<file path="config.mk">
export PLATFORM = sky130hd
export DESIGN_NAME = uart_frame_core
export DESIGN_NICKNAME = d
export VERILOG_FILES = /design/src/rtl/uartx_pkg.sv /design/src/rtl/uartx_baud.sv /design/src/rtl/uartx_tx.sv /design/src/rtl/uartx_rx.sv /design/src/rtl/uart_frame_core.sv
export SDC_FILE = /design/constraint.sdc
export NUM_CORES = 1
export LEC_CHECK = 0
export ABC_AREA = 1
export BUFFER_PORTS_ARGS = -buffer_cell sky130_fd_sc_hd__buf_2
export CAP_MARGIN = 20
export CORE_MARGIN = 5
export CORE_UTILIZATION = 60
export DETAILED_ROUTE_END_ITERATION = 10
export PLACE_DENSITY = 0.83
export SLEW_MARGIN = 0
export SYNTH_ARGS = -nofsm -noshare
export SYNTH_HDL_FRONTEND = slang
export SYNTH_SLANG_ARGS = --single-unit
</file>
<file path="constraint.sdc">
create_clock -name clk -period 4.2 [get_ports clk]
set_input_delay 0.21 -clock clk [delete_from_list [all_inputs] [get_ports clk]]
set_output_delay 0.21 -clock clk [all_outputs]
set_load 0.02 [all_outputs]
</file>
<file path="src/rtl/uartx_pkg.sv">
`timescale 1ns/1ps
package uartx_pkg;

  localparam int DATA_W = 9;
  localparam int FRW    = 13;

  typedef struct packed {
    logic       msb_first;
    logic       invert;
    logic       par_en;
    logic       par_odd;
    logic       two_stop;
    logic [1:0] len;
  } frame_cfg_t;

  function automatic logic [3:0] data_bits(input logic [1:0] len);
    case (len)
      2'd0:    data_bits = 4'd7;
      2'd2:    data_bits = 4'd9;
      default: data_bits = 4'd8;
    endcase
  endfunction

  // Maps between data order and line order; the mapping is its own inverse.
  function automatic logic [DATA_W-1:0] line_map(input logic [DATA_W-1:0] v,
                                                 input logic [1:0] len,
                                                 input logic msb_first,
                                                 input logic invert);
    logic [DATA_W-1:0] m;
    logic [DATA_W-1:0] r;
    logic [3:0]        n;
    n = data_bits(len);
    for (int i = 0; i < DATA_W; i++) m[i] = (i < int'(n));
    r = v & m;
    if (msb_first && n == 4'd8) begin
      for (int i = 0; i < 8; i++) r[i] = v[7-i];
    end
    if (invert) r = r ^ m;
    line_map = r;
  endfunction

endpackage

</file>
<file path="src/rtl/uartx_baud.sv">
`timescale 1ns/1ps
module uartx_baud #(
  parameter int DIV_W = 16
) (
  input  logic             clk,
  input  logic             rst,
  input  logic [DIV_W-1:0] div,
  output logic             tick
);

  logic [DIV_W-1:0] cnt_q;

  always_ff @(posedge clk) begin
    if (rst) begin
      cnt_q <= '0;
      tick  <= 1'b0;
    end else if (cnt_q >= div) begin
      cnt_q <= '0;
      tick  <= 1'b1;
    end else begin
      cnt_q <= cnt_q + 1'b1;
      tick  <= 1'b0;
    end
  end

endmodule

</file>
<file path="src/rtl/uartx_tx.sv">
`timescale 1ns/1ps
module uartx_tx
  import uartx_pkg::*;
#(
  parameter int OVS = 16
) (
  input  logic              clk,
  input  logic              rst,
  input  logic              tick,
  input  frame_cfg_t        cfg,
  input  logic [DATA_W-1:0] wr_data,
  input  logic              wr_en,
  output logic              full,
  output logic              busy,
  output logic              txd
);

  localparam int SUB_W = $clog2(OVS);

  logic [DATA_W-1:0] hold_q;
  logic              hold_v;
  logic [FRW-1:0]    sh_q;
  logic [3:0]        left_q;
  logic [SUB_W-1:0]  sub_q;
  logic              act_q;

  logic [FRW-1:0]    frame;
  logic [DATA_W-1:0] ld;
  logic [3:0]        n;
  logic [3:0]        tot;

  // Frame image, bit 0 first on the line
  always_comb begin
    n     = data_bits(cfg.len);
    ld    = line_map(hold_q, cfg.len, cfg.msb_first, cfg.invert);
    frame = '1;
    frame[0] = 1'b0;
    for (int i = 0; i < DATA_W; i++) begin
      if (i < int'(n)) frame[1+i] = ld[i];
    end
    if (cfg.par_en) frame[1+int'(n)] = (^ld) ^ cfg.par_odd;
    tot = 4'd2 + n + {3'b000, cfg.par_en} + {3'b000, cfg.two_stop};
  end

  always_ff @(posedge clk) begin
    if (rst) begin
      hold_q <= '0;
      hold_v <= 1'b0;
      sh_q   <= '1;
      left_q <= '0;
      sub_q  <= '0;
      act_q  <= 1'b0;
      txd    <= 1'b1;
    end else begin
      if (wr_en && !hold_v) begin
        hold_q <= wr_data;
        hold_v <= 1'b1;
      end
      if (!act_q && hold_v) begin
        act_q  <= 1'b1;
        hold_v <= 1'b0;
        txd    <= frame[0];
        sh_q   <= frame >> 1;
        left_q <= tot - 4'd1;
        sub_q  <= '0;
      end else if (act_q && tick) begin
        if (sub_q == SUB_W'(OVS-1)) begin
          sub_q <= '0;
          if (left_q == 4'd0) begin
            act_q <= 1'b0;
            txd   <= 1'b1;
          end else begin
            txd    <= sh_q[0];
            sh_q   <= sh_q >> 1;
            left_q <= left_q - 4'd1;
          end
        end else begin
          sub_q <= sub_q + 1'b1;
        end
      end
    end
  end

  assign full = hold_v;
  assign busy = hold_v | act_q;

endmodule

</file>
<file path="src/rtl/uartx_rx.sv">
`timescale 1ns/1ps
module uartx_rx
  import uartx_pkg::*;
#(
  parameter int OVS = 16
) (
  input  logic              clk,
  input  logic              rst,
  input  logic              tick,
  input  logic [1:0]        len,
  input  logic              msb_first,
  input  logic              invert,
  input  logic              par_en,
  input  logic              par_odd,
  input  logic              rxd,
  input  logic              rd,
  output logic [DATA_W-1:0] data,
  output logic              valid,
  output logic              perr,
  output logic              ferr,
  output logic              ovr
);

  localparam int SUB_W = $clog2(OVS);

  typedef enum logic [2:0] {R_IDLE, R_START, R_DATA, R_PAR, R_STOP} rx_st_e;

  rx_st_e            st_q;
  logic              s1_q, s2_q, prev_q;
  logic [SUB_W-1:0]  sub_q;
  logic [3:0]        idx_q;
  logic [DATA_W-1:0] raw_q;
  logic              parb_q;
  logic [3:0]        n;
  logic              at_end;
  logic              fin;

  assign n      = data_bits(len);
  assign at_end = (sub_q == SUB_W'(OVS-1));
  assign fin    = tick && (st_q == R_STOP) && at_end;

  always_ff @(posedge clk) begin
    if (rst) begin
      s1_q <= 1'b1;
      s2_q <= 1'b1;
    end else begin
      s1_q <= rxd;
      s2_q <= s1_q;
    end
  end

  always_ff @(posedge clk) begin
    if (rst) begin
      st_q   <= R_IDLE;
      prev_q <= 1'b1;
      sub_q  <= '0;
      idx_q  <= '0;
      raw_q  <= '0;
      parb_q <= 1'b0;
    end else if (tick) begin
      prev_q <= s2_q;
      case (st_q)
        R_IDLE: begin
          if (prev_q && !s2_q) begin
            st_q  <= R_START;
            sub_q <= '0;
            raw_q <= '0;
          end
        end
        R_START: begin
          if (sub_q == SUB_W'(OVS/2-1)) begin
            sub_q <= '0;
            idx_q <= '0;
            st_q  <= s2_q ? R_IDLE : R_DATA;
          end else begin
            sub_q <= sub_q + 1'b1;
          end
        end
        R_DATA: begin
          if (at_end) begin
            sub_q        <= '0;
            raw_q[idx_q] <= s2_q;
            if (idx_q == n - 4'd1) st_q <= par_en ? R_PAR : R_STOP;
            else                   idx_q <= idx_q + 4'd1;
          end else begin
            sub_q <= sub_q + 1'b1;
          end
        end
        R_PAR: begin
          if (at_end) begin
            sub_q  <= '0;
            parb_q <= s2_q;
            st_q   <= R_STOP;
          end else begin
            sub_q <= sub_q + 1'b1;
          end
        end
        default: begin
          if (at_end) begin
            sub_q <= '0;
            st_q  <= R_IDLE;
          end else begin
            sub_q <= sub_q + 1'b1;
          end
        end
      endcase
    end
  end

  // Receive buffer and status
  always_ff @(posedge clk) begin
    if (rst) begin
      data  <= '0;
      valid <= 1'b0;
      perr  <= 1'b0;
      ferr  <= 1'b0;
      ovr   <= 1'b0;
    end else if (fin) begin
      data  <= line_map(raw_q, len, msb_first, invert);
      valid <= 1'b1;
      perr  <= par_en & ((^raw_q) ^ parb_q ^ par_odd);
      ferr  <= ~s2_q;
      ovr   <= valid & ~rd;
    end else if (rd) begin
      valid <= 1'b0;
      perr  <= 1'b0;
      ferr  <= 1'b0;
      ovr   <= 1'b0;
    end
  end

endmodule

</file>
<file path="src/rtl/uart_frame_core.sv">
`timescale 1ns/1ps
module uart_frame_core
  import uartx_pkg::*;
#(
  parameter int DIV_W = 16,
  parameter int OVS   = 16
) (
  input  logic              clk,
  input  logic              rst,
  input  logic [DIV_W-1:0]  cfg_div,
  input  logic [1:0]        cfg_len,
  input  logic              cfg_msb_first,
  input  logic              cfg_invert,
  input  logic              cfg_par_en,
  input  logic              cfg_par_odd,
  input  logic              cfg_two_stop,
  input  logic [DATA_W-1:0] tx_data,
  input  logic              tx_write,
  output logic              tx_full,
  output logic              tx_busy,
  output logic              txd,
  input  logic              rxd,
  input  logic              rx_read,
  output logic [DATA_W-1:0] rx_data,
  output logic              rx_valid,
  output logic              rx_parity_err,
  output logic              rx_frame_err,
  output logic              rx_overrun
);

  logic       tick;
  frame_cfg_t cfg;

  assign cfg = '{msb_first: cfg_msb_first, invert: cfg_invert, par_en: cfg_par_en,
                 par_odd: cfg_par_odd, two_stop: cfg_two_stop, len: cfg_len};

  uartx_baud #(.DIV_W(DIV_W)) u_baud (
    .clk (clk),
    .rst (rst),
    .div (cfg_div),
    .tick(tick)
  );

  uartx_tx #(.OVS(OVS)) u_tx (
    .clk    (clk),
    .rst    (rst),
    .tick   (tick),
    .cfg    (cfg),
    .wr_data(tx_data),
    .wr_en  (tx_write),
    .full   (tx_full),
    .busy   (tx_busy),
    .txd    (txd)
  );

  uartx_rx #(.OVS(OVS)) u_rx (
    .clk      (clk),
    .rst      (rst),
    .tick     (tick),
    .len      (cfg_len),
    .msb_first(cfg_msb_first),
    .invert   (cfg_invert),
    .par_en   (cfg_par_en),
    .par_odd  (cfg_par_odd),
    .rxd      (rxd),
    .rd       (rx_read),
    .data     (rx_data),
    .valid    (rx_valid),
    .perr     (rx_parity_err),
    .ferr     (rx_frame_err),
    .ovr      (rx_overrun)
  );

endmodule

</file>
==> flow_metrics.tcl <==
set metrics [dict create \
    status "finished clean" \
    first_pass_iters 6 \
    crit_slowest_cell "clkinv_1" \
    reg2regPathDepth 8 \
    whs_ns 0.05637 \
    initial_core_util 0.6173 \
    switching_share 0.2814 \
    htree_levels 3 \
    core_area_um2 8258 \
    clk_pin_slew_ns 0.09 \
    cp-start-kind "flip-flop" \
    syn_nets 799 \
    antenna_found_initial 0 \
    rsz0062_at_grt "no" \
    fin_crit_ns 2.698 \
    relSlewSlack 0.3409 \
    postSynth.asyncResetShare 0 \
    num_io_pins 53 \
    p_per_area_nw_per_um2 303.9 \
    regToRegStartpoint "u_tx.full$_SDFFE_PP0P_" \
    hold_viol_final 0 \
    fmax_ghz 0.3706 \
    final_common_cell "nand2_1" \
    overflow 0 \
    n_antenna_cell 0 \
    p_switching_uw 474.9 \
    cts.path.max_buffers 2 \
    cts_setup_buffers 0 \
    fin_crit_sh 0.6425 \
    vias_per_cell 5.444 \
    dr.first_iter.drc_count 240 \
    numCtsBuffers 9 \
    ir_drop_uv 126.9 \
    drc_errors 0 \
    die_w_um 102.2 \
    ant_nets 0 \
    holdPathStages 2 \
    fp-row-count 33 \
    cp_data_arrival_time_ns 2.98 \
    ctsResizeCount 0 \
    slowest_delay_ns 0.57 \
    clock-root-buffer "clkbuf_8" \
    drive_gt1_frac 0.1308 \
    path_common_cell "clkinv_1" \
    maxCapViolCount 0 \
    layout_common_cells "nand2_1, inv_1, dfxtp_1" \
    fin_tns_setup_ns 0 \
    syn_area_per_cell_um2 6.935 \
    grt_max_degree 36 \
    syn_area_um2 5097 \
    cts_tree "done" \
    area_growth_pct 8.910 \
    worst-path-max-fanout 19 \
    timing.critical_path.cells "inv_1, nor2_2, clkinv_1, nand2_1, nand2_2, clkinv_1, o211ai_1, a21oi_1" \
    synth_edf_count 0 \
    critical_path_class "flip-flop to flip-flop" \
    hold_class "input pin to flip-flop" \
    cp-end-kind "flip-flop" \
    required_ns 4.48 \
    worstHoldStart "rxd" \
    grt_use_total 0.2213 \
    seqPwrFrac 0.515 \
    maxSlewViolCount 0 \
    dieHeight_um 102.2 \
    r2r_end "u_tx.left_q[3]$_SDFFE_PP0P_" \
    globalplace.congestion 0.8258 \
    wl_per_cell_um 12.62 \
    routed_wl_um 11170 \
    portBuffers 52 \
    ys_warn_count 0 \
    min_to "u_rx.s1_q$_SDFF_PP1_" \
    r2r_slack_ns 1.50 \
    pwr-share-comb 0.156 \
    vias 4818 \
    finalSetupViolations 0 \
    final_area_um2 5552 \
    clock-sinks 87 \
    intPower_mw 1.212 \
    power_leakage_nw 2.548 \
    post_dp_cell_area_um2 5373 \
    worst_slew_pin_slew_ns 0.9875 \
    fp.dieArea_um2 10440 \
    synth-seq-cells 87 \
    clkPwrFrac 0.329 \
    grt_pass1_vias 4584 \
    dp.final_hpwl_um 8465 \
    yosys_most_used_dff "dfxtp_1" \
    yosysUniqueCellTypes 37 \
    synthCells 735 \
    clock_skew_ns 0.01021 \
    final_nets 840 \
    synth-seq-area-share 0.3417 \
    clk_latency_ns 0.35 \
    grt_pass1_wl_um 18950 \
    cts_hold_buf 0 \
]
==> cells in the mapped netlist, drive strengths merged, types with 8 or more instances <==
| cell type | instances | area share |
|---|---|---|
| dfxtp | 87 | 0.34 |
| buf | 10 | 0.014 |
| ha | 27 | 0.066 |
| a21oi | 77 | 0.076 |
| nor3 | 17 | 0.020 |
| o21ai | 67 | 0.070 |
| xor2 | 18 | 0.031 |
| xnor2 | 8 | 0.014 |
| nand2 | 153 | 0.12 |
| inv | 99 | 0.073 |
| clkbuf | 12 | 0.0088 |
| nand3 | 41 | 0.045 |
| nor2 | 76 | 0.063 |
==> kinds of logic after synthesis <==
| kind of cell | count (synthesis) | synth area share |
|---|---|---|
| and+or+nand+nor | 305 | 0.2693 |
| buffers and inverters | 124 | 0.09794 |
| AOI/OAI and AO/OA | 163 | 0.1743 |
| DFF | 87 | 0.3417 |
| xor gates and xnor gates | 26 | 0.04467 |
| muxes | 3 | 0.005891 |
| adders and majority gates | 27 | 0.06627 |
==> state kept, by name (all words and copies together) (netlist names) <==
name,count
u_rx.raw_q,9
u_rx.idx_q,4
u_baud.cnt_q,16
u_rx.st_q,3
u_rx.valid,1
u_rx.sub_q,4
u_rx.prev_q,1
u_rx.s1_q,1
u_tx.full,1
u_rx.s2_q,1
u_tx.txd,1
u_tx.hold_q,9
u_tx.sh_q,13
u_tx.sub_q,4
u_baud.tick,1
u_tx.act_q,1
u_tx.left_q,4
u_rx.data,9
u_rx.ferr,1
u_rx.ovr,1
u_rx.perr,1
u_rx.parb_q,1
==> worst max-delay path by stage <==
stage | start | to | slack [ns] | cells past startpoint
2_1_floorplan | cfg_len[0] | u_tx.sh_q[7]$_SDFFE_PP1P_ | 2.31 | 20
3_5_place_dp | u_tx.full$_SDFFE_PP0P_ | u_tx.left_q[3]$_SDFFE_PP0P_ | 1.53 | 8
3_3_place_gp | u_tx.full$_SDFFE_PP0P_ | u_tx.sh_q[2]$_SDFFE_PP1P_ | 1.67 | 8
4_1_cts | u_tx.full$_SDFFE_PP0P_ | u_tx.sh_q[2]$_SDFFE_PP1P_ | 1.53 | 8
6_report | u_tx.full$_SDFFE_PP0P_ | u_tx.left_q[3]$_SDFFE_PP0P_ | 1.50 | 8
5_1_grt | u_tx.full$_SDFFE_PP0P_ | u_tx.left_q[2]$_SDFFE_PP0P_ | 1.18 | 8
==> worst max-delay path: cells and delay by family, from the launching register on <==
family / cells / cell delay (ns)
AND/OR/NAND/NOR: 3 / 0.95
flip-flops: 1 / 0.38
AO/OA/AOI/OAI: 2 / 0.32
buffers and inverters: 3 / 0.99
==> stage by stage <==
step | utilization | total power, mW | std cells | setup WS, ns
2_1_floorplan | - | 1.085 | 735 | 2.307
3_3_place_gp | 0.6506 | 1.133 | 870 | 1.674
3_5_place_dp | 0.6506 | 1.148 | 870 | 1.530
4_1_cts | 0.6723 | 1.696 | 885 | 1.528
5_1_grt | 0.6723 | 1.770 | 885 | 1.182
6_report | 0.6723 | 1.687 | 885 | 1.502
==> power by group through the flow <==
stage               Clock, mW  Sequential [mW]  Combinational (mW)
global placement            0            0.887               0.246
floorplan                   0            0.885               0.199
detailed placement          0            0.888               0.260
global route            0.598            0.873               0.299
CTS                     0.565            0.869               0.261
finish                  0.555            0.869               0.263
==> final cells by class <==
type / instances / area (um2)
Multi-Input combinational cell: 524 / 2856
Sequential cell: 87 / 1742
Fill cell: 746 / 2706
Inverter: 102 / 382.9
Timing Repair Buffer: 52 / 260.3
Tap cell: 105 / 131.4
Clock buffer: 11 / 131.4
Clock inverter: 4 / 47.55
==> layer usage <==
metal	global-route usage	vias up	share of wire	wire [um]
met5	0	-	0	0
met4	0.09586	0	0.019	211
met3	0.03686	20	0.044	486
met2	0.3983	106	0.49	5527
met1	0.2576	2218	0.44	4941
li1	-	2474	-	-
Power figures use the tool's default switching activity.
